## src/rtl/sipo_pkg.sv

```systemverilog
package sipo_pkg;
  localparam int LANE_W = 8;
  typedef logic [LANE_W-1:0] lane_t;
endpackage

```

## src/rtl/sipo_shift_lane.sv

```systemverilog
module sipo_shift_lane
  import sipo_pkg::*;
(
  input  logic  clk,
  input  logic  rst,
  input  logic  clr_n,
  input  logic  shift_en,
  input  logic  din,
  output lane_t q,
  output logic  dout
);
  // Clear outranks shift; reset outranks everything.
  always_ff @(posedge clk) begin
    if (rst || !clr_n)
      q <= '0;
    else if (shift_en)
      q <= {q[LANE_W-2:0], din};
  end

  assign dout = q[LANE_W-1];
endmodule

```

## src/rtl/sipo_store.sv

```systemverilog
module sipo_store #(
  parameter int WIDTH = 8
) (
  input  logic             clk,
  input  logic             rst,
  input  logic             load,
  input  logic [WIDTH-1:0] d,
  output logic [WIDTH-1:0] q
);
  // The value in d is the one from before the current edge, so a shift on
  // the same edge cannot reach the storage register.
  always_ff @(posedge clk) begin
    if (rst)
      q <= '0;
    else if (load)
      q <= d;
  end
endmodule

```

## src/rtl/sipo_chain.sv

```systemverilog
module sipo_chain
  import sipo_pkg::*;
#(
  parameter int STAGES = 3,
  localparam int TOTAL = STAGES * LANE_W
) (
  input  logic             clk,
  input  logic             rst,
  input  logic             ser_in,
  input  logic             shift_stb,
  input  logic             latch_stb,
  input  logic             oe_n,
  input  logic             clr_n,
  output logic [TOTAL-1:0] par_q,
  output logic             par_oe,
  output logic             ser_out
);
  logic [STAGES:0]  link;
  logic [TOTAL-1:0] sr_all;

  assign link[0] = ser_in;

  for (genvar k = 0; k < STAGES; k++) begin : g_lane
    lane_t lane_q;
    sipo_shift_lane u_lane (
      .clk      (clk),
      .rst      (rst),
      .clr_n    (clr_n),
      .shift_en (shift_stb),
      .din      (link[k]),
      .q        (lane_q),
      .dout     (link[k+1])
    );
    assign sr_all[k*LANE_W +: LANE_W] = lane_q;
  end

  assign ser_out = link[STAGES];

  sipo_store #(.WIDTH(TOTAL)) u_store (
    .clk  (clk),
    .rst  (rst),
    .load (latch_stb),
    .d    (sr_all),
    .q    (par_q)
  );

  always_ff @(posedge clk) begin
    if (rst)
      par_oe <= 1'b0;
    else
      par_oe <= !oe_n;
  end
endmodule

```

## config.mk

```make
export PLATFORM = sky130hd
export DESIGN_NAME = sipo_chain
export DESIGN_NICKNAME = d
export VERILOG_FILES = /design/src/rtl/sipo_pkg.sv /design/src/rtl/sipo_shift_lane.sv /design/src/rtl/sipo_store.sv /design/src/rtl/sipo_chain.sv
export SDC_FILE = /design/constraint.sdc
export NUM_CORES = 1
export LEC_CHECK = 0
export ABC_AREA = 0
export ABC_CLOCK_PERIOD_IN_PS = 800
export BUFFER_PORTS_ARGS = -buffer_cell sky130_fd_sc_hd__buf_4
export CORE_MARGIN = 1.5
export CORE_UTILIZATION = 48
export DETAILED_ROUTE_END_ITERATION = 10
export GPL_TIMING_DRIVEN = 0
export PLACE_DENSITY = 0.8
export SYNTH_ARGS = -nofsm -noshare
export SYNTH_HDL_FRONTEND = slang
export SYNTH_SLANG_ARGS = --single-unit
```

## constraint.sdc

```tcl
create_clock -name clk -period 0.8 [get_ports clk]
set_input_delay 0.08 -clock clk [delete_from_list [all_inputs] [get_ports clk]]
set_output_delay 0.08 -clock clk [all_outputs]
set_load 0.01 [all_outputs]
```

Word level (Yosys, flattened, before mapping)
Index checks and enable logic that the tools add are counted.
{ "op_classes": {"add_sub_neg": 0, "n_mul": 0, "div": 0, "order_cmp": 0, "n_eq_ne": 0, "shift": 0, "mux": 0, "bitwise_logic": 0, "n_reduce_logical": 3} }
{ "ops": {"columns": ["operator", "n"], "rows": [
  ["logical NOT 1 bit", 2],
  ["logical OR 1 bit", 1]
]} }
{ "totals": {"reg_bits": 49, "latchBits": 0, "ramBits": 0, "rom_bits": 0, "in_bits": 7, "output_inout_bits": 26, "elab_cells": 8, "memories": 0} }

Longest topological paths before layout
{ "depth": {"word_depth": 2, "depth_mapped": 5, "mapped_depth_nobuf": 2} }

Modules after synthesis
From an unflattened synthesis, not the netlist that was laid out.
{ "unflattened": {"hier_cells": 163, "hier_area_um2": 1794.2} }
{ "by_module_without_submodules": {"columns": ["mod", "instances", "cells_per_inst", "area_each_um2"], "rows": [
  ["sipo_shift_lane", 3, 28, 300.3],
  ["sipo_store", 1, 77, 869.6],
  ["sipo_chain", 1, 2, 23.8]
]} }

Worst setup path before layout
No wires, ideal clock.
{ "synth_timing": {"path_kind": "input -> register", "from": "input port shift_stb", "to": "register g_lane[0].u_lane.q[0]", "setup_ps": 115, "t_arrival_ps": 656, "t_required_ps": 685, "path_slack_ps": 29, "path_stages": 4, "n_path_buf": 2, "cell_sequence": "buf_4 buf_4 mux2i_1 nor2_2"} }
{ "synth_lines": {"columns": ["element", "line_no", "rtl"], "rows": [
  ["start, declared", "sipo_chain.sv:10", "input logic shift_stb,"],
  ["end signal, assigned", "sipo_shift_lane.sv:17", "q <= {q[LANE_W-2:0], din};"],
  ["end, declared", "sipo_shift_lane.sv:9", "output lane_t q,"]
]} }

Worst setup path after layout
{ "layout_timing": {"from": "register g_lane[2].u_lane.q[7]", "to": "output port ser_out"} }
{ "layout_lines": {"columns": ["element", "line_no", "rtl"], "rows": [
  ["start, declared", "sipo_shift_lane.sv:9", null],
  ["start signal, assigned", "sipo_shift_lane.sv:17", null],
  ["end, declared", "sipo_chain.sv:16", "output logic ser_out"]
]} }
No word-level cell between the ends.

==> results.yml <==
finish:
  final_cell_area_mm2: 0.00241
  finalNetCount: 211
  post_route_cells_drive_above_1_share: 0.493
  area_growth_pct: 32.0
  antenna_cells_inserted: 0
die:
  fp.coreArea_mm2: 0.00366
  floorplan.rows: 22
  initial_core_util: 0.498
  num_io_pins: 33
  die_height_um: 64.6
  die_width_um: 64.6
  floorplan.die_area_mm2: 0.00418
worst_setup_path:
  critPathBufInv: 1
  critPathArrivalTime_ns: 0.76
  launch_point_of_the_worst_reg_to_reg_path: "u_store.q[5]$_SDFFE_PP0P_"
  cell_chain_of_the_critical_path: "buf_6"
  worst-path-max-fanout: 2
  critical_path.startpoint_type: "flop"
  worst_path_max_delay_cell: "dfxtp_2"
  required_worst_endpoint_ns: 0.72
  timing_worst_setup_path_type: "reg2out"
  setup.worst_path.end_class: "primary output"
  cp_top_family: "flip-flops"
  delay_contributed_by_the_slowest_stage_of_the_critical_path_ns: 0.34
  crit_start: "g_lane[2].u_lane.q[7]$_SDFFE_PP0P_"
yosys:
  synth.yosys.warnings: 0
  seq_area_frac_synth: 0.538
  synthesis.nets: 166
  post_synth_instance_area_mm2: 0.00182
  synth.top_cell.area_share: 0.538
  synth_top_area_cell: "dfxtp_1"
  synth-seq-cells: 49
  ys_top_cells_by_area: "dfxtp_1, mux2i_1, nor2_2"
  syn_avg_cell_area_um2: 11.5
  synthesis.instances: 159
  synthDistinctLibCells: 10
placed_design:
  routabilityCongestion: 0.787
  placedInstanceArea_mm2: 0.00210
  dp.final_hpwl_mm: 2.07
  place.port_buffers: 29
timing:
  final.hold.worst_slack_ns: 0.0327
  final_worst_path_setup_slack_ns: -0.0427
  totalNegativeSetupSlack_ns: -0.607
  timing_hold_violations_final: 0
  post_layout_minimum_cycle_time_ns: 0.843
  final.setup_skew_ns: 0.0101
  timing.fmax_mhz: 1190
  final-max-slew-violation-count: 0
  maxSlewHeadroom: 0.711
  layout_worst_path_cycle_share: 1.05
  timing_worst_slew_pin_value_ns: 0.434
  unrepaired_setup_endpoints_after_global_routing: "true"
  setup_viol_count_final: 26
route:
  drt_wl_total_mm: 3.04
  via_per_inst: 4.71
  dr_total_vias: 1192
  post-route-drc-count: 0
  final_antenna_net_count: 0
  drtIter0Drc: 46
  wire_length_per_cell_after_detailed_routing_um: 12.0
  drt-pass1-iter-count: 4
global_routing:
  maximum_number_of_pins_on_one_net_before_global_route_repair: 16
  grt_first_pass_wirelength_mm: 5.35
  global_route.usage.total: 0.169
  globalRouteOverflowTotal: 0
  via_count_of_the_first_global_routing_pass: 1156
  grt_antenna_before_repair: 0
power:
  power.total_uw: 4120
  worst_ir_drop_vdd_v: 0.000999
  power-per-cell-area_mw_per_mm2: 1710
  static-leakage-power_uw: 0.00106
hold_path:
  holdCritPathClass: "in2reg"
  hold_path.startpoint: "ser_in"
clock_network:
  cts_num_sinks: 49
  cts_tree: "yes"
  clock_tree.htree_level_count: 2
  numCtsBuffers: 5
  clkLatencyLatePin_ns: 0.30
  root_buffer: "clkbuf_8"
  cts.clk_slew.worst_paths_ns: 0.09
  clockBufferDepth: 2
status:
  outcome: "complete, but fails checks"
  violations: "setup timing"
flow_run:
  drv_cap: 0
-- per-layer routing --
layer	track usage	wire [µm]
met5	0	0
met3	0.0573	121
met1	0.206	1430
met2	0.267	1410
met4	0.0798	68
-- worst reg2reg max path, delay by kind of cell (launching register included) --
| kind | cells | cell delay, ns |
|---|---|---|
| flip-flops | 1 | 0.33 |
| AND/OR/NAND/NOR | 1 | 0.08 |
| multiplexers | 1 | 0.15 |
| buffers and inverters | 1 | 0.10 |
-- power by group --
| part | internal, µW | switching, µW | leakage, µW | total (µW) |
|---|---|---|---|---|
| registers | 2440 | 3.93 | 0.000408 | 2450 |
| logic | 125 | 127 | 0.000616 | 252 |
| clock network | 616 | 805 | 0.0000374 | 1420 |
| total | 3180 | 936 | 0.00106 | 4120 |
-- synth_stat cells --
cell      instances
mux2i_1          48
dfxtp_1          49
clkbuf_1          1
buf_6             4
buf_8             2
nor2_2           20
buf_4             4
nand2b_4          1
nor2_1           29
buf_2             1
-- area by class of cell --
cell class,instances,area [µm²]
clock inverters,2,15.0
clock buffers,6,72.6
repair buffers,38,403
well taps,48,60.1
multi-input cells,98,728
fillers,295,1250
plain buffers,12,114
flip-flops and latches,49,1010
-- cell usage in the layout (no fill, tap or decap) --
cell,n
buf_2,1
buf_6,34
nand2b_4,1
buf_8,2
clkbuf_1,2
buf_4,10
dlygate4sd3_1,2
clkinvlp_4,2
mux2i_1,48
clkbuf_8,5
dfxtp_2,26
dfxtp_1,23
nor2_1,29
nor2_2,20
-- per-stage QoR --
stage	utilization	instances	setup WS, ns
detailed placement	0.574	236	-0.0876
floorplan	-	159	0.0290
global route	0.657	253	-0.0757
CTS	0.651	252	-0.0560
global placement	0.574	236	-0.0399
finish	0.657	253	-0.0427
-- cell families after synthesis --
| family | Yosys count | share of synthesized area |
|---|---|---|
| simple gates | 50 | 0.136 |
| mux | 48 | 0.264 |
| flops | 49 | 0.538 |
| buf+inv | 12 | 0.0625 |
-- path summary, 6_finish.rpt --
kind              cells past startpoint  slack, ns                            endpoint
hold reg to reg                       2       0.50           u_store.q[4]$_SDFFE_PP0P_
setup reg to reg                      3       0.02           u_store.q[5]$_SDFFE_PP0P_
setup / recovery                      1      -0.04                             ser_out
hold / removal                        3       0.03  g_lane[0].u_lane.q[0]$_SDFFE_PP0P_
-- sequential cells by signal, indices dropped and copies added, names as in the netlist --
signal	flops
g_lane.u_lane.q	24
u_store.q	24
par_oe	1
-- timing repair --
action                     4_1_cts  5_1_grt
hold buffers                     2        0
setup endpoints to repair       26       31
hold endpoints to repair         6        0
pin swaps                        0        3
resized for setup               52        4
buffers inserted                 6        1
(Power assumes the default switching activity.)
